<file path="src/rtl/dro_pkg.sv">
package dro_pkg;

  // Pass tag carried by every result coming out of the 1-D engine
  typedef enum logic {
    PASS_ROW = 1'b0,
    PASS_COL = 1'b1
  } pass_e;

  localparam int NPASS = 2;

endpackage

</file>
<file path="src/rtl/dro_wr_seq.sv">
// Write sequencer for one half-stream: position inside the half-vector
// and the slot currently being filled.
module dro_wr_seq #(
  parameter int HALF  = 4,
  parameter int NSLOT = 2
) (
  input  logic                     clk,
  input  logic                     rst,
  input  logic                     we,
  output logic [$clog2(NSLOT)-1:0] slot,
  output logic [$clog2(HALF)-1:0]  cnt,
  output logic                     last
);
  localparam int SW = $clog2(NSLOT);
  localparam int HW = $clog2(HALF);

  logic at_end;
  assign at_end = (cnt == HW'(HALF - 1));
  assign last   = we && at_end;

  always_ff @(posedge clk) begin
    if (rst) begin
      cnt  <= '0;
      slot <= '0;
    end else if (we) begin
      if (at_end) begin
        cnt  <= '0;
        slot <= (slot == SW'(NSLOT - 1)) ? '0 : slot + 1'b1;
      end else begin
        cnt <= cnt + 1'b1;
      end
    end
  end
endmodule

</file>
<file path="src/rtl/dro_bank.sv">
// Reorder bank for one pass: two half memories (even / odd index),
// NSLOT vector slots each, drained in natural index order.
module dro_bank #(
  parameter int W     = 12,
  parameter int NPT   = 8,
  parameter int NSLOT = 2
) (
  input  logic                   clk,
  input  logic                   rst,
  input  logic                   e_we,
  input  logic [W-1:0]           e_data,
  input  logic                   o_we,
  input  logic [W-1:0]           o_data,
  output logic                   out_vld,
  output logic [$clog2(NPT)-1:0] out_idx,
  output logic [W-1:0]           out_data
);
  localparam int HALF  = NPT / 2;
  localparam int HW    = $clog2(HALF);
  localparam int IW    = $clog2(NPT);
  localparam int SW    = $clog2(NSLOT);
  localparam int AW    = SW + HW;
  localparam int DEPTH = NSLOT * HALF;

  logic [1:0]             h_we;
  logic [1:0][W-1:0]      h_data;
  logic [1:0][SW-1:0]     h_slot;
  logic [1:0][HW-1:0]     h_cnt;
  logic [1:0]             h_last;
  logic [1:0][W-1:0]      h_rdq;
  logic [1:0][NSLOT-1:0]  done;
  logic [NSLOT-1:0]       full;

  logic          rd_act;
  logic [SW-1:0] rd_slot;
  logic [IW-1:0] rd_idx;
  logic [AW-1:0] rd_addr;
  logic          emit;
  logic          rd_end;
  logic          vld1;
  logic [IW-1:0] idx1;

  assign h_we   = {o_we, e_we};
  assign h_data = {o_data, e_data};

  // Half 0 stores Z(2j), half 1 stores Z(2j+1) at word j of a slot
  for (genvar h = 0; h < 2; h++) begin : g_half
    logic [W-1:0] mem [DEPTH];
    logic [W-1:0] rdq_r;

    dro_wr_seq #(.HALF(HALF), .NSLOT(NSLOT)) u_seq (
      .clk  (clk),
      .rst  (rst),
      .we   (h_we[h]),
      .slot (h_slot[h]),
      .cnt  (h_cnt[h]),
      .last (h_last[h])
    );

    always_ff @(posedge clk) begin
      if (h_we[h]) mem[{h_slot[h], h_cnt[h]}] <= h_data[h];
      rdq_r <= mem[rd_addr];
    end

    assign h_rdq[h] = rdq_r;
  end

  assign full    = done[0] & done[1];
  assign emit    = rd_act || full[rd_slot];
  assign rd_end  = emit && (rd_idx == IW'(NPT - 1));
  assign rd_addr = {rd_slot, rd_idx[IW-1:1]};

  // Slot occupancy: set when a half completes, cleared when drained
  always_ff @(posedge clk) begin
    if (rst) begin
      done <= '0;
    end else begin
      if (rd_end) begin
        done[0][rd_slot] <= 1'b0;
        done[1][rd_slot] <= 1'b0;
      end
      for (int h = 0; h < 2; h++) begin
        if (h_last[h]) done[h][h_slot[h]] <= 1'b1;
      end
    end
  end

  // Drain sequencer: one index per cycle, next slot follows at once
  always_ff @(posedge clk) begin
    if (rst) begin
      rd_act  <= 1'b0;
      rd_slot <= '0;
      rd_idx  <= '0;
      vld1    <= 1'b0;
      idx1    <= '0;
    end else begin
      vld1 <= emit;
      if (emit) begin
        idx1 <= rd_idx;
        if (rd_end) begin
          rd_act  <= 1'b0;
          rd_idx  <= '0;
          rd_slot <= (rd_slot == SW'(NSLOT - 1)) ? '0 : rd_slot + 1'b1;
        end else begin
          rd_act <= 1'b1;
          rd_idx <= rd_idx + 1'b1;
        end
      end
    end
  end

  // Registered output: pick the half by index parity
  always_ff @(posedge clk) begin
    if (rst) begin
      out_vld  <= 1'b0;
      out_idx  <= '0;
      out_data <= '0;
    end else begin
      out_vld  <= vld1;
      out_idx  <= idx1;
      out_data <= h_rdq[idx1[0]];
    end
  end
endmodule

</file>
<file path="src/rtl/dct_out_reorder.sv">
// Merges even/odd result streams of the shared 1-D DCT engine and
// steers each pass to its own destination in natural index order.
module dct_out_reorder
  import dro_pkg::*;
#(
  parameter int W     = 12,
  parameter int NPT   = 8,
  parameter int NSLOT = 2
) (
  input  logic                   clk,
  input  logic                   rst,
  input  logic                   ev_vld,
  input  logic                   ev_pass,
  input  logic [W-1:0]           ev_data,
  input  logic                   od_vld,
  input  logic                   od_pass,
  input  logic [W-1:0]           od_data,
  output logic                   tm_we,
  output logic [$clog2(NPT)-1:0] tm_idx,
  output logic [W-1:0]           tm_data,
  output logic                   co_vld,
  output logic [$clog2(NPT)-1:0] co_idx,
  output logic [W-1:0]           co_data
);
  localparam int IW = $clog2(NPT);

  logic [NPASS-1:0]          b_vld;
  logic [NPASS-1:0][IW-1:0]  b_idx;
  logic [NPASS-1:0][W-1:0]   b_data;

  // The two steering selects: each stream's tag picks its bank
  for (genvar g = 0; g < NPASS; g++) begin : g_pass
    localparam logic PSEL = 1'(g);
    logic         vl;
    logic [IW-1:0] ix;
    logic [W-1:0]  dt;

    dro_bank #(.W(W), .NPT(NPT), .NSLOT(NSLOT)) u_bank (
      .clk      (clk),
      .rst      (rst),
      .e_we     (ev_vld && (ev_pass == PSEL)),
      .e_data   (ev_data),
      .o_we     (od_vld && (od_pass == PSEL)),
      .o_data   (od_data),
      .out_vld  (vl),
      .out_idx  (ix),
      .out_data (dt)
    );

    assign b_vld[g]  = vl;
    assign b_idx[g]  = ix;
    assign b_data[g] = dt;
  end

  assign tm_we   = b_vld[PASS_ROW];
  assign tm_idx  = b_idx[PASS_ROW];
  assign tm_data = b_data[PASS_ROW];
  assign co_vld  = b_vld[PASS_COL];
  assign co_idx  = b_idx[PASS_COL];
  assign co_data = b_data[PASS_COL];
endmodule

</file>
<file path="config.mk">
export PLATFORM = sky130hd
export DESIGN_NAME = dct_out_reorder
export DESIGN_NICKNAME = d
export VERILOG_FILES = /design/src/rtl/dro_pkg.sv /design/src/rtl/dro_wr_seq.sv /design/src/rtl/dro_bank.sv /design/src/rtl/dct_out_reorder.sv
export SDC_FILE = /design/constraint.sdc
export NUM_CORES = 1
export LEC_CHECK = 0
export BUFFER_PORTS_ARGS = -buffer_cell sky130_fd_sc_hd__buf_2
export CAP_MARGIN = 20
export CORE_AREA = 5 5 248 178
export CTS_CLUSTER_DIAMETER = 200
export DETAILED_ROUTE_END_ITERATION = 16
export DIE_AREA = 0 0 253 183
export PLACE_DENSITY_LB_ADDON = 0.08
export SLEW_MARGIN = 5
export SYNTH_ARGS = -nofsm -noshare
export SYNTH_HDL_FRONTEND = slang
export SYNTH_HIERARCHICAL = 1
export SYNTH_SLANG_ARGS = --single-unit
</file>
<file path="constraint.sdc">
create_clock -name clk -period 1.9 [get_ports clk]
set_input_delay 0.19 -clock clk [delete_from_list [all_inputs] [get_ports clk]]
set_output_delay 0.19 -clock clk [all_outputs]
set_load 0.02 [all_outputs]
</file>
==> results of run 1 <==
[what timing repair did]
action / in CTS / in global routing
resized for setup: 0 / 0
endpoints found under the hold margin: 27 / 0
hold buffers: 2 / 0
[power groups by stage]
| stage | Clock (mW) | Combinational (mW) | Sequential [mW] |
|---|---|---|---|
| 4_1_cts | 9.31 | 0.535 | 12.0 |
| 6_report | 9.01 | 0.526 | 12.0 |
| 2_1_floorplan | 0 | 0.208 | 12.3 |
| 3_5_place_dp | 0 | 0.529 | 12.3 |
| 3_3_place_gp | 0 | 0.523 | 12.3 |
| 5_1_grt | 9.81 | 0.576 | 12.0 |
[synth_stat cells, types with 6 or more instances]
cell type / instances
mux2i_1: 40
nand2_1: 14
nor2b_1: 6
dfxtp_1: 118
inv_1: 10
nor2_1: 62
a21oi_1: 10
clkbuf_1: 18
nor3_1: 11
nand2b_1: 24
edfxtp_1: 384
buf_2: 10
ha_1: 8
mux4_2: 96
mux2_2: 34
mux2_4: 18
[layout by cell type, fill, tap and decap left out, types with 3 or more instances in the layout]
master and count:
a21oi_1 10, nand2b_1 24, mux4_2 96, mux2_4 18
nor2b_1 6, and2_1 4, inv_1 10, clkinv_1 16
buf_4 55, buf_12 8, mux2i_1 40, clkinv_2 7
nor3_2 8, nor3_1 3, clkbuf_1 10, clkbuf_16 49
nand2_1 14, ha_1 8, a22oi_1 4, edfxtp_1 384
dfxtp_1 114, nor2_1 62, buf_2 61, mux2_2 34
or3b_1 4, o211ai_1 4, or3_1 4, clkbuf_8 5
[worst max path at each step]
stage / slack [ns] / from / endpoint
finish: 0.26 / g_pass[0].u_bank/rd_idx[1]$_SDFFE_PP0P_ / g_pass[0].u_bank/g_half[1].rdq_r[4]$_DFF_P_
global placement: 0.23 / g_pass[1].u_bank/rd_idx[1]$_SDFFE_PP0P_ / g_pass[1].u_bank/g_half[0].rdq_r[11]$_DFF_P_
global route: 0.18 / g_pass[0].u_bank/rd_idx[1]$_SDFFE_PP0P_ / g_pass[0].u_bank/g_half[1].rdq_r[4]$_DFF_P_
floorplan: 0.1 / od_pass / g_pass[0].u_bank/g_half[1].mem[0][0]$_DFFE_PP_
detailed placement: 0.25 / g_pass[1].u_bank/rd_idx[1]$_SDFFE_PP0P_ / g_pass[1].u_bank/g_half[0].rdq_r[2]$_DFF_P_
CTS: 0.24 / g_pass[0].u_bank/rd_idx[1]$_SDFFE_PP0P_ / g_pass[0].u_bank/g_half[1].rdq_r[4]$_DFF_P_
[worst max-delay path, delay by kind of cell, from the launching register on]
kind,cells,cell delay [ns]
buffers and inverters,1,0.30
DFF,1,0.37
muxes,2,0.84
[flip-flops by register name, indices dropped and copies added (netlist names), 4 cells and up]
| name | flops |
|---|---|
| g_pass.u_bank/g_half.u_seq/slot | 4 |
| g_pass.u_bank/out_idx | 6 |
| g_pass.u_bank/g_half.mem | 384 |
| g_pass.u_bank/idx1 | 6 |
| g_pass.u_bank/g_half.u_seq/cnt | 8 |
| g_pass.u_bank/g_half.rdq_r | 48 |
| g_pass.u_bank/done | 8 |
| g_pass.u_bank/rd_idx | 6 |
| g_pass.u_bank/out_data | 24 |
[metal layers]
layer  vias to the layer above  track usage (%)  wire length, µm
li1                       3883                -                -
met1                      4394             24.7            18000
met2                       166             25.0            16900
met3                        54             3.23             1770
met4                         2             3.48              641
met5                         -                0               11
[final cells by class]
type / instances / area share [%]
flip-flops and latches: 502 / 65.3
multi-input cells: 363 / 20.0
clock buffers: 64 / 6.26
repair buffers: 126 / 4.22
well taps: 552 / 3.24
clock inverters: 24 / 0.711
inverters: 11 / 0.194
diodes: 2 / 0.0235
[per-stage QoR]
| step | cells | hold WS, ns |
|---|---|---|
| finish | 1644 | 0.0380 |
| global route | 1642 | 0.0143 |
| CTS | 1642 | 0.00806 |
| detailed placement | 1552 | 0.419 |
| global placement | 1552 | 0.415 |
| floorplan | 914 | 0.259 |
[cells by family after synthesis]
family          Yosys count  synth area share, %
fa+ha+maj                 8                0.544
simple gates            141                 3.82
mux                     188                 17.5
compound gates           26                 1.13
buf+inv                  49                 1.54
flops                   502                 75.5
==> results.md, run 1 <==
- Root Driver: clkbuf_16
- Placed cell area: 19,800 µm²
- Initial antenna violation count: 3
- Outcome: finished clean
- Max VDD drop: 0.569 mV
- Clock Skews: 0.0126 ns
- Share of the synthesized area in the top cell type: 62.7%
- H-tree depth: 2
- Total GRT Usage: 16.3%
- CP Launch Type: register
- Cell Int Power: 17.3 mW
- Mapped cell area: 18,400 µm²
- Crit-path max FO: 39
- Critical R2R Launch: g_pass[0].u_bank/rd_idx[1]$_SDFFE_PP0P_
- Total number of vias: 8,499
- CTS max path bufs: 3
- Synth area leader: edfxtp_1
- Top Ports: 62
- # fillers: 3,341
- HP Class: in2reg
- Post-DR wirelength/cell: 22.7 µm
- Vias per cell: 5.17
- Data required, critical path: 2.33 ns
- Port buffer count: 61
- DRC: 0
- Final Critical Period: 1.64 ns
- Post-route worst setup slack: 0.261 ns
- Final Hold Fails: 0
- Final HPWL DP: 22.7 mm
- Core Util, Final: 51.2%
- Row cnt: 63
- Sw Share: 19.7%
- TritonRoute pass-1 iters: 4
- P&R area growth vs syn: 15.7%
- Setup crit end kind: register
- Slowest-stage cell, CP: mux4_2
- Worst-margin pin slew: 0.669 ns
- Worst-path clk slew: 0.06 ns
- LEAKAGE: 7.16 nW
- R2r setup slk: 0.26 ns
- Total Power: 21.6 mW
- Worst Hold Endpoint: g_pass[0].u_bank/g_half[0].mem[0][5]$_DFFE_PP_
- Tcrit/Tclk final: 86.3%
- Core area: 41,600 µm²
- Die Y: 183 µm
- Effective utilization at floorplan: 44.2%
- Switching pwr: 4.25 mW
- Vias in the first global route: 8,820
- Drt initial violations: 489
- Postcts setup bufs: 0
- Worst Setup Path Type: reg2reg
- Footprint of the multi-input gates: 4270 µm²
- Final setup violation count: 0
- Post-synth EDFFs: 384
- Sinks on the clock net: 502
- Max Slew Vio Count: 0
- Clock Power Share: 41.8%
- Mean Syn Cell Area: 20.1 µm²
- Seq cells post-synth: 502
- Dpl ws: 0.250 ns
- Clock Latency Late Sink: 0.55 ns
- Nets: 1,090
- Syn nets: 952
- Relative slew margins: 55.4%
- Gr ovfl total: 0
- Largest net degree at the start of global routing: 40
- Ys Warns: 6
- Sequential share of power: 55.8%
- Cell area power density: 1010 nW/µm²
- Routability cong.: 0.701
- Combinational power share: 2.4%
- Setup TNS: 0 ns
- FFs w/ async S/R, synth: 0%
- FMAX: 0.610 GHz
- Layout cell share with drive strength beyond 1: 32.6%
- R2R cell count: 3
- Max stage delay on crit path: 0.55 ns
- Hold path start: ev_data[5]
- Routed wire length: 37.3 mm
- Top post-synthesis cells by area: edfxtp_1, dfxtp_1, mux4_2
- Top FF cell, synth: edfxtp_1
- RSZ-0062 raised after global routing: false
- Number of distinct library cells after synthesis: 36
- TritonCTS buffer count: 48
- Maximum Capacitance Violations: 0
- ANT nets after route: 0
- First-pass GRT wire length: 56.3 mm
- Worst hold stages: 1
- Sequential area share after synthesis: 75.5%
- Synth Instances: 914
- Die W: 253 µm
- Worst Path Arrival: 2.07 ns
- Worst R2R End: g_pass[0].u_bank/g_half[1].rdq_r[4]$_DFF_P_
- Register area: 13,900 µm²
- Design Area, Final: 21,300 µm²
- CTS tree: done
- Die area: 46,300 µm²
- Critical path, cell by cell: buf_12 > mux4_2 > mux2_4
No activity file was read; power rests on OpenSTA's default activity.
==> run 2, diff against run 1 <==
--- a/config.mk
+++ b/config.mk
@@ -12,6 +12,7 @@
 export DETAILED_ROUTE_END_ITERATION = 16
 export DIE_AREA = 0 0 253 183
 export PLACE_DENSITY_LB_ADDON = 0.08
+export SETUP_SLACK_MARGIN = 0.3
 export SLEW_MARGIN = 5
 export SYNTH_ARGS = -nofsm -noshare
 export SYNTH_HDL_FRONTEND = slang
==> run 2 against run 1 <==
  * Fmax up 3.3%
  * Non-clock buffer count up 3
  * Global-route usage up 0.14 points
  * Hold slack worse by 0.0076 ns
  * Critical path type unchanged
  * Largest power group unchanged
==> results.md, run 2 (same netlist as run 1, synthesis figures left out) <==
- Drt initial violations: 585
- Port buffer count: 61
- Most common cell after layout, fill and taps aside: edfxtp_1
- Vias in the first global route: 8,913
- Sinks on the clock net: 502
- Outcome: finished clean
- CTS tree: done
- RSZ-0062 raised after global routing: true
- Nets: 1,093
- Worst Setup Path Type: reg2reg
- Largest net degree at the start of global routing: 33
- Row cnt: 63
- Worst R2R End: g_pass[1].u_bank/g_half[1].rdq_r[6]$_DFF_P_
- Max VDD drop: 0.706 mV
- Worst Path Arrival: 2.02 ns
- Setup crit end kind: register
- Cell area power density: 1020 nW/µm²
- # fillers: 3,369
- H-tree depth: 2
- CTS max path bufs: 3
- Gr ovfl total: 0
- Final setup violation count: 0
- Post-DR wirelength/cell: 22.9 µm
- Critical R2R Launch: g_pass[1].u_bank/rd_idx[1]$_SDFFE_PP0P_
- Max reg flops: 384
- Max Slew Vio Count: 0
- Die W: 253 µm
- Worst-margin pin slew: 0.505 ns
- Worst-path clk slew: 0.06 ns
- Total GRT Usage: 16.4%
- Register area: 13,900 µm²
- Effective utilization at floorplan: 44.2%
- Clock Latency Late Sink: 0.56 ns
- Core area: 41,600 µm²
- Worst Hold Endpoint: g_pass[1].u_bank/g_half[0].mem[2][9]$_DFFE_PP_
- Antenna cells: 0
- Hold path start: ev_data[9]
- Routed wire length: 37.6 mm
- Maximum Capacitance Violations: 0
- CP Launch Type: register
- Clock Skews: 0.0143 ns
- Layout cell share with drive strength beyond 1: 32.9%
- HP Class: in2reg
- Die area: 46,300 µm²
- Die Y: 183 µm
- Data required, critical path: 2.34 ns
- P&R area growth vs syn: 16.3%
- Worst hold stages: 1
- DRC: 0
- Vias per cell: 5.23
- Root Driver: clkbuf_16
- Critical path, cell by cell: buf_16 > mux4_2 > mux2_2
- Non-filler instance count after layout: 1,643
- Initial antenna violation count: 3
- Slowest-stage cell, CP: mux4_2
- Crit-path max FO: 25
- Total number of vias: 8,600
- Relative slew margins: 66.3%
- Top Ports: 62
- Most frequent cells in the layout: edfxtp_1, dfxtp_1, mux4_2
- Placed cells: 1,549
- Final Critical Period: 1.59 ns
- R2r setup slk: 0.31 ns
- R2R cell count: 3
- TritonRoute pass-1 iters: 4
- Final HPWL DP: 22.9 mm
- TritonCTS buffer count: 48
- Routability cong.: 0.693
- FMAX: 0.630 GHz
- Tcrit/Tclk final: 83.6%
- Max stage delay on crit path: 0.54 ns
- LEAKAGE: 7.20 nW
- Final Hold Fails: 0
- Setup TNS: 0 ns
- First-pass GRT wire length: 56.9 mm
- Footprint of the multi-input gates: 4290 µm²
- ANT nets after route: 0
run 2: worst max-delay path by stage:
stage,end,depth (start not counted),startpoint
6_report,g_pass[1].u_bank/g_half[1].rdq_r[6]$_DFF_P_,3,g_pass[1].u_bank/rd_idx[1]$_SDFFE_PP0P_
4_1_cts,g_pass[1].u_bank/g_half[1].rdq_r[6]$_DFF_P_,3,g_pass[1].u_bank/rd_idx[1]$_SDFFE_PP0P_
3_3_place_gp,g_pass[1].u_bank/g_half[1].rdq_r[6]$_DFF_P_,3,g_pass[1].u_bank/rd_idx[1]$_SDFFE_PP0P_
5_1_grt,g_pass[0].u_bank/g_half[1].rdq_r[1]$_DFF_P_,3,g_pass[0].u_bank/rd_idx[1]$_SDFFE_PP0P_
2_1_floorplan,g_pass[1].u_bank/g_half[0].rdq_r[10]$_DFF_P_,4,g_pass[1].u_bank/rd_idx[1]$_SDFFE_PP0P_
3_5_place_dp,g_pass[0].u_bank/done[2]$_SDFF_PP0_,5,g_pass[0].u_bank/rd_idx[1]$_SDFFE_PP0P_
run 2: timing repair:
| action | in CTS | in global routing |
|---|---|---|
| hold buffers | 6 | 0 |
| endpoints found under the hold margin | 28 | 0 |
| resized for setup | 2 | 6 |
| pin swaps | 0 | 2 |
| buffers inserted | 0 | 2 |
| setup endpoints to repair | 3 | 58 |
run 2: layout make-up:
type / instances / area share (%)
Sequential cell: 502 / 64.9
Multi-Input combinational cell: 363 / 20.0
Clock buffer: 64 / 6.08
Timing Repair Buffer: 129 / 4.57
Tap cell: 552 / 3.23
Clock inverter: 22 / 0.947
Inverter: 11 / 0.193
run 2: critical path: cells and delay by family (launching register included):
kind                   cells  cell delay, ns
multiplexers               2            0.84
flip-flops                 1            0.39
buffers and inverters      1            0.23
run 2: layer usage:
layer	vias to the layer above	global-route usage [%]	wire, µm
met1	4460	25.1	18300
met4	4	3.82	725
li1	3905	-	-
met2	168	24.8	16600
met3	63	3.22	1910
met5	-	0	23
run 2: power breakdown:
part           total (mW)  internal (mW)  switching (mW)
Sequential           12.0           12.0          0.0788
Combinational       0.514          0.194           0.320
Clock                9.23           5.34            3.89
Total                21.8           17.5            4.29
run 2: stage by stage:
stage               util [%]  setup slack, ns  total power, mW  cell area [µm²]  hold slack, ns
floorplan                  -            0.279             12.5            18400           0.259
global placement        47.5            0.306             12.8            19800           0.418
detailed placement      47.5            0.288             12.8            19800           0.425
CTS                     51.3            0.280             22.1            21300         0.00123
global route            51.4            0.236             22.6            21400          0.0112
finish                  51.4            0.313             21.8            21400          0.0304
